<file path="src/rtl/stack_core.sv">
module stack_core #(
  parameter int DEPTH = 8
) (
  input  logic        clk,
  input  logic        rst,
  output logic [19:0] mem_addr,
  output logic [19:0] mem_wdata,
  output logic        mem_we,
  input  logic [19:0] mem_rdata
);
  localparam int W  = 20;
  localparam int PW = $clog2(DEPTH);

  localparam logic [4:0] OP_NOP = 5'd0,  OP_JMP = 5'd1,  OP_CALL = 5'd2,  OP_RET = 5'd3;
  localparam logic [4:0] OP_LIT = 5'd4,  OP_ADD = 5'd5,  OP_AND = 5'd6,   OP_XOR = 5'd7;
  localparam logic [4:0] OP_NOT = 5'd8,  OP_SHL = 5'd9,  OP_SHR = 5'd10,  OP_DUP = 5'd11;
  localparam logic [4:0] OP_DROP = 5'd12, OP_OVER = 5'd13, OP_TOR = 5'd14, OP_FROMR = 5'd15;
  localparam logic [4:0] OP_LD = 5'd16, OP_ST = 5'd17, OP_LDP = 5'd18, OP_STP = 5'd19;
  localparam logic [4:0] OP_TOA = 5'd20, OP_FROMA = 5'd21;

  typedef enum logic [1:0] {S_FETCH, S_LOAD, S_EXEC, S_READ} state_t;

  state_t         state;
  logic [1:0]     slot;
  logic [W-1:0]   ir, pc, a, t, r;
  logic [W-1:0]   dstk [DEPTH];
  logic [W-1:0]   rstk [DEPTH];
  logic [PW-1:0]  dsp, rsp;
  logic [4:0]     op;
  logic [W-1:0]   s, rs, lowm, tgt, d_new, r_new;
  logic           d_push, d_pop, r_push, r_pop, exec, adv;

  assign op        = ir[15 - 5*slot +: 5];
  assign s         = dstk[dsp];
  assign rs        = rstk[rsp];
  assign lowm      = (W'(1) << (15 - 5*slot)) - W'(1);
  assign tgt       = (pc & ~lowm) | (ir & lowm);
  assign exec      = (state == S_EXEC);
  assign mem_wdata = t;
  assign adv       = (state == S_READ) ||
                     (exec && !(op inside {OP_LIT, OP_LD, OP_LDP, OP_JMP, OP_CALL, OP_RET}));

  always_comb begin
    d_push = 1'b0; d_pop = 1'b0; d_new = t;
    r_push = 1'b0; r_pop = 1'b0; r_new = r;
    mem_addr = pc; mem_we = 1'b0;
    if (state == S_READ) begin
      d_push = 1'b1; d_new = mem_rdata;
    end else if (exec) begin
      case (op)
        OP_ADD:   begin d_pop = 1'b1; d_new = s + t; end
        OP_AND:   begin d_pop = 1'b1; d_new = s & t; end
        OP_XOR:   begin d_pop = 1'b1; d_new = s ^ t; end
        OP_NOT:   d_new = ~t;
        OP_SHL:   d_new = {t[W-2:0], 1'b0};
        OP_SHR:   d_new = {t[W-1], t[W-1:1]};
        OP_DUP:   d_push = 1'b1;
        OP_DROP:  begin d_pop = 1'b1; d_new = s; end
        OP_OVER:  begin d_push = 1'b1; d_new = s; end
        OP_TOR:   begin d_pop = 1'b1; d_new = s; r_push = 1'b1; r_new = t; end
        OP_FROMR: begin d_push = 1'b1; d_new = r; r_pop = 1'b1; r_new = rs; end
        OP_LD, OP_LDP: mem_addr = a;
        OP_ST:    begin mem_addr = a; mem_we = 1'b1; d_pop = 1'b1; d_new = s; end
        OP_STP:   begin mem_addr = r; mem_we = 1'b1; d_pop = 1'b1; d_new = s; r_new = r + W'(1); end
        OP_TOA:   begin d_pop = 1'b1; d_new = s; end
        OP_FROMA: begin d_push = 1'b1; d_new = a; end
        OP_CALL:  begin r_push = 1'b1; r_new = pc; end
        OP_RET:   begin r_pop = 1'b1; r_new = rs; end
        default:  ;
      endcase
    end
  end

  always_ff @(posedge clk) begin
    if (rst) begin
      state <= S_FETCH; slot <= '0; ir <= '0; pc <= '0; a <= '0;
      t <= '0; r <= '0; dsp <= '0; rsp <= '0;
      for (int i = 0; i < DEPTH; i++) begin
        dstk[i] <= '0;
        rstk[i] <= '0;
      end
    end else begin
      t <= d_new;
      r <= r_new;
      if (d_push) begin
        dstk[dsp + PW'(1)] <= t;
        dsp <= dsp + PW'(1);
      end else if (d_pop) dsp <= dsp - PW'(1);
      if (r_push) begin
        rstk[rsp + PW'(1)] <= r;
        rsp <= rsp + PW'(1);
      end else if (r_pop) rsp <= rsp - PW'(1);

      case (state)
        S_FETCH: state <= S_LOAD;
        S_LOAD: begin
          ir <= mem_rdata; pc <= pc + W'(1); slot <= '0; state <= S_EXEC;
        end
        S_EXEC: begin
          case (op)
            OP_LIT:  begin pc <= pc + W'(1); state <= S_READ; end
            OP_LD:   state <= S_READ;
            OP_LDP:  begin a <= a + W'(1); state <= S_READ; end
            OP_TOA:  a <= t;
            OP_JMP, OP_CALL: begin pc <= tgt; state <= S_FETCH; end
            OP_RET:  begin pc <= r; state <= S_FETCH; end
            default: ;
          endcase
        end
        default: ;
      endcase

      if (adv) begin
        if (slot == 2'd3) state <= S_FETCH;
        else begin
          slot <= slot + 2'd1;
          state <= S_EXEC;
        end
      end
    end
  end
endmodule


</file>
<file path="config.mk">
export PLATFORM = sky130hd
export DESIGN_NAME = stack_core
export DESIGN_NICKNAME = d
export VERILOG_FILES = /design/src/rtl/stack_core.sv
export SDC_FILE = /design/constraint.sdc
export NUM_CORES = 1
export LEC_CHECK = 0
export BUFFER_PORTS_ARGS = -buffer_cell sky130_fd_sc_hd__buf_2
export CAP_MARGIN = 20
export CORE_MARGIN = 10
export CORE_UTILIZATION = 57
export CTS_CLUSTER_DIAMETER = 40
export DETAILED_ROUTE_END_ITERATION = 10
export GPL_TIMING_DRIVEN = 0
export PLACE_DENSITY = 0.81
export SETUP_SLACK_MARGIN = 0.3
export SYNTH_ARGS = -nofsm -noshare
export SYNTH_HDL_FRONTEND = slang
export SYNTH_SLANG_ARGS = --single-unit
</file>
<file path="constraint.sdc">
create_clock -name clk -period 4.8 [get_ports clk]
set_input_delay 0.24 -clock clk [delete_from_list [all_inputs] [get_ports clk]]
set_output_delay 0.24 -clock clk [all_outputs]
set_load 0.05 [all_outputs]
</file>
# Word-level counts from Yosys, hierarchy flattened
# Memory sizes are Yosys's and may differ from the RTL's. A register that Yosys moved wholly into a read port is not among the register bits.
# Index checks and enable logic that the tools add are counted.
[op_classes] addsub=11 n_mul=1 eq_ne=28 shift=2 mux=54 bitwise=8 reduce_logical=32
[ops] op="$pmux W20 S9" count=1
[ops] op="$mux W20" count=6
[ops] op="$pmux W20 S2" count=3
[ops] op="$pmux W20 S4" count=1
[ops] op="$add A20 B1 Y20 const B" count=3
[ops] op="$and A20 B20 Y20" count=3
[ops] op="$pmux W20 S3" count=1
[ops] op="$eq A5 B4 Y1 const B" count=8
[ops] op="$not A20 Y20" count=2
[ops] op="$reduce_or A20 Y1" count=2
[ops] op="$shiftx A20 B33 Y5" count=1
[ops] op="$shl A1 B32 Y20 const A" count=1
[ops] op="$eq A5 B5 Y1 const B" count=6
[ops] op="$mux W3" count=10
[ops] op="$mux W1" count=25
[ops] op="$add A20 B20 Y20" count=1
[ops] op="$eq A5 B3 Y1 const B" count=4
[ops] op="$or A20 B20 Y20" count=1
[ops] op="$sub A20 B2 Y20 const B" count=1
[ops] op="$xor A20 B20 Y20" count=1
[ops] op="$eq A5 B2 Y1 const B" count=2
[ops] op="$mux W2" count=5
[ops] op="$reduce_bool A10 Y1" count=1
[ops] op="$reduce_bool A2 Y1" count=5
[ops] op="28 further kinds" count=42
[totals] reg_bits=110 mem_bits_rw=320 input_bits=22 output_inout_bits=41 word_cells=148 n_memories=2
[mem_list] name="dstk" words=8 word_bits=20 rd=1 rd_ports_with_merged_regs=1 wr=8 line="26" text="logic [W-1:0] dstk [DEPTH];"
[mem_list] name="rstk" words=8 word_bits=20 rd=1 rd_ports_with_merged_regs=1 wr=8 line="27" text="logic [W-1:0] rstk [DEPTH];"

# Depth between registers and ports, before layout
[depth] depth_word=13 depth_mapped=20

# Least setup slack after synthesis
# Ideal clock, no wire load.
[synth_timing] path_type="register -> register" start="register slot[0]" end="memory dstk[0][0], enable pin" setup_ps=425 arrival_time_ps=4762 required_time_ps=4375 slack_ps=-386 stages_incl_launch_ff=18 path_buffers=6 cell_sequence="dfxtp_1 buf_4 buf_4 inv_1 ha_1 buf_2 buf_4 buf_2 o21ai_0 a22oi_1 o311ai_4 nand2_2 buf_4 o32ai_1 a31oi_1 nor2_1 nand2_1 o21ai_0"
[synth_rtl] element="start, declared" line="24" text="logic [1:0] slot;"
[synth_rtl] element="start signal, assigned" line="116" text="slot <= slot + 2'd1;"
[synth_rtl] element="end, declared" line="26"

==> out/metrics.cfg <==
[sta]
fmax_mhz=220
final_max_slew_viol_count=0
setup_viol=0
worst_pin_slew_ps=1190
rsz0062_at_grt=true
whs_ps=342
max_slew_margin_pct=20.8
hold_viol=0
fin_crit_ps=4560
min_period_over_period_pct=94.9
clock_skew_ps=32.6

[critical_path]
worstPathRequired_ps=5110
worst_r2r_path_depth=19
crit_family=buffers and inverters
r2r-end=dstk[5][6]
cp_max_fo=13
crit_path_cell_trace=buf_6 -> buf_8 -> clkinvlp_4 -> ha_1 -> buf_4 -> buf_8 -> clkbuf_4 -> o21ai_0 -> a22oi_2 -> o311ai_4 -> nand2_4 -> buf_4 -> o32ai_4 -> a31oi_2 -> nor2_2 -> buf_4 -> nand2_4 -> o21ai_4 -> buf_16
cp_slowest_cell=o311ai_4
reg2reg_from=slot[0]
crit_type=reg2reg
endpoint_kind=register
critical_path_arrival_ps=4860
max_stage_delay_ps=410
worstSetupStartpointType=register
cpMostUsedCell=buf_4
crit_path_start=slot[0]
r2r_slack_ps=240
crit_buf_inv=9

[die]
die_width_um=229
rows=76
fp.dieArea_sq_um=52500
core_sq_um=43200
die_h_um=229
io-pin-count=63
initial_utilization_pct=57.7

[pwr]
intPower_mw=9.94
switching_share_pct=41.4
power_frac_seq_pct=26.7
irDropWorstVdd_mv=0.399
power_switching_mw=7.03
total_power_mw=17.0
leakage_nw=10.7
pwr-share-comb_pct=43.7
power_density_nw_per_um2=555
power_frac_clock_pct=29.6

[place]
io_buffers=62
gp_congestion=1.08
placed_cells=3028
hpwl_mm=66.8

[cts]
cts_sinks=436
clockBufferDepth=3
cts-buffers-inserted=66
cts_root_buf=clkbuf_16
path_clk_slew_ps=60
cts_tree=done
h-tree-depth=3
insertion_delay_ps=630

[global_route]
gr-total-overflow=0
grt_max_degree=17
grt_pass1_wl_mm=143
gr-usage-all-layers_pct=36.1
grt_pass1_vias=22106
antenna_found_initial=0

[final_layout]
areaGrowthSynthToFinish_pct=22.7
stdcell_count=3245
layout_commonest_cell=edfxtp_1
final_nets=2666
layout-drive-gt1-share_pct=23.5
final_cell_mix=edfxtp_1, nor2_1, nand2_1

[route]
ant_nets=0
drtPass1Iterations=6
finalWirelength_mm=98.3
drtIter0Drc=3978
wire_per_inst_um=30.3
vias=22908
drc=0
via_per_inst=7.06

[yosys]
yosysUniqueCellTypes=98
postSynthCellCount=2369
synth_seq_area_share_pct=47.9
syn_area_sq_um=24900
ys_warn_count=0
async_flop_share_pct=0
synth_nets=2430
syn_area_per_cell_sq_um=10.5
synth_edf_count=320
ys.flop_type=edfxtp_1
ys_seq_elements=436

[job]
cap_violations=0

[hold_path]
min_path_type=in2reg
hold_start=rst
hold_end=mem_wdata[8]
min_path_cells=5

[outcome]
status=completed

[routing by layer]
metal / global-route usage (%) / vias to the layer above / wire [um]
met4: 24.3 / 0 / 7770
met1: 44.0 / 11014 / 34000
li1: - / 9373 / -
met3: 11.5 / 517 / 13400
met5: 0 / - / 0
met2: 54.3 / 2004 / 43200
[power groups by stage]
| stage | registers (mW) | logic, mW | clock network [mW] |
|---|---|---|---|
| final | 4.54 | 7.41 | 5.02 |
| after global routing | 4.54 | 7.62 | 5.18 |
| after CTS | 4.51 | 6.47 | 4.99 |
| after detailed placement | 4.58 | 5.90 | 0 |
| after global placement | 4.57 | 5.83 | 0 |
| after floorplan | 4.53 | 4.04 | 0 |
[cell type report]
cell class	count	area (sq um)
Buffer	201	1070
Fill cell	2990	12600
Sequential cell	436	11900
Clock inverter	40	532
Timing Repair Buffer	164	1590
Inverter	38	150
Clock buffer	81	1770
Antenna cell	2	5.00
Tap cell	585	732
Multi-Input combinational cell	1698	12800
[state kept, by name (all words and copies together), names as in the netlist, named ones only]
signal	cells
dstk	160
rstk	160
a	20
ir	20
mem_wdata	20
pc	20
r	20
dsp	3
rsp	3
slot	2
state	2
[synth_stat cells (16+ instances only)]
cell,count,area (sq um)
mux2_2,27,304
edfxtp_1,320,9610
and2_1,152,951
nand3_1,49,245
o21ai_0,116,581
buf_2,37,185
nand2_1,190,713
a221oi_1,18,158
a21oi_1,89,445
dfxtp_1,116,2320
a211oi_1,16,120
o22ai_1,28,175
nor3_1,40,200
xnor2_1,39,342
ha_1,38,475
nor2_1,332,1250
and3_1,30,188
buf_1,19,71.3
inv_1,37,139
a311oi_1,19,166
mux4_2,84,1890
a22oi_1,30,225
clkbuf_1,127,477
nor4_1,17,106
mux2i_1,97,971
[worst reg2reg max path: stages, from the launching register on]
cell        delay [ps]
dfxtp_2            370
buf_6              150
buf_8              160
clkinvlp_4         120
ha_1               290
buf_4              180
buf_8              160
clkbuf_4           210
o21ai_0            130
a22oi_2            150
o311ai_4           410
nand2_4            150
buf_4              230
o32ai_4            380
a31oi_2            200
nor2_2             160
buf_4              170
nand2_4            110
o21ai_4            280
buf_16             210
[worst max path at each step]
stage,end,cells after the start
2_1_floorplan,mem_addr[10],13
3_3_place_gp,rstk[7][9],15
3_5_place_dp,rstk[5][11],16
4_1_cts,mem_wdata[6],14
5_1_grt,dstk[1][5],19
6_report,dstk[5][6],19
[metrics by stage]
| stage | instance area (sq um) | TNS (ps) | util [%] | setup WS, ps |
|---|---|---|---|---|
| floorplan | 25000 | 0 | - | 422 |
| global placement | 26000 | -512020 | 60.2 | -1610 |
| detailed placement | 26300 | -428880 | 60.9 | -1260 |
| CTS | 29900 | 0 | 69.3 | 237 |
| global route | 30600 | 0 | 70.8 | 171 |
| finish | 30600 | 0 | 70.8 | 245 |
[cells by family after synthesis]
logic type,Yosys count,share of synthesized area (%)
simple gates,894,17.2
compound gates,504,14.3
flops,436,47.9
buf+inv,239,4.10
mux,208,12.7
xor+xnor,49,1.75
fa+ha+maj,39,1.99
[repair_timing]
action / CTS / global route
buffers inserted: 42 / 27
hold buffers: 20 / 0
setup endpoints to repair: 747 / 654
resized for setup: 196 / 137
pin swaps: 27 / 27
cloned: 4 / 0
endpoints found under the hold margin: 24 / 0
Note: power is estimated with default switching activity, not from simulation.
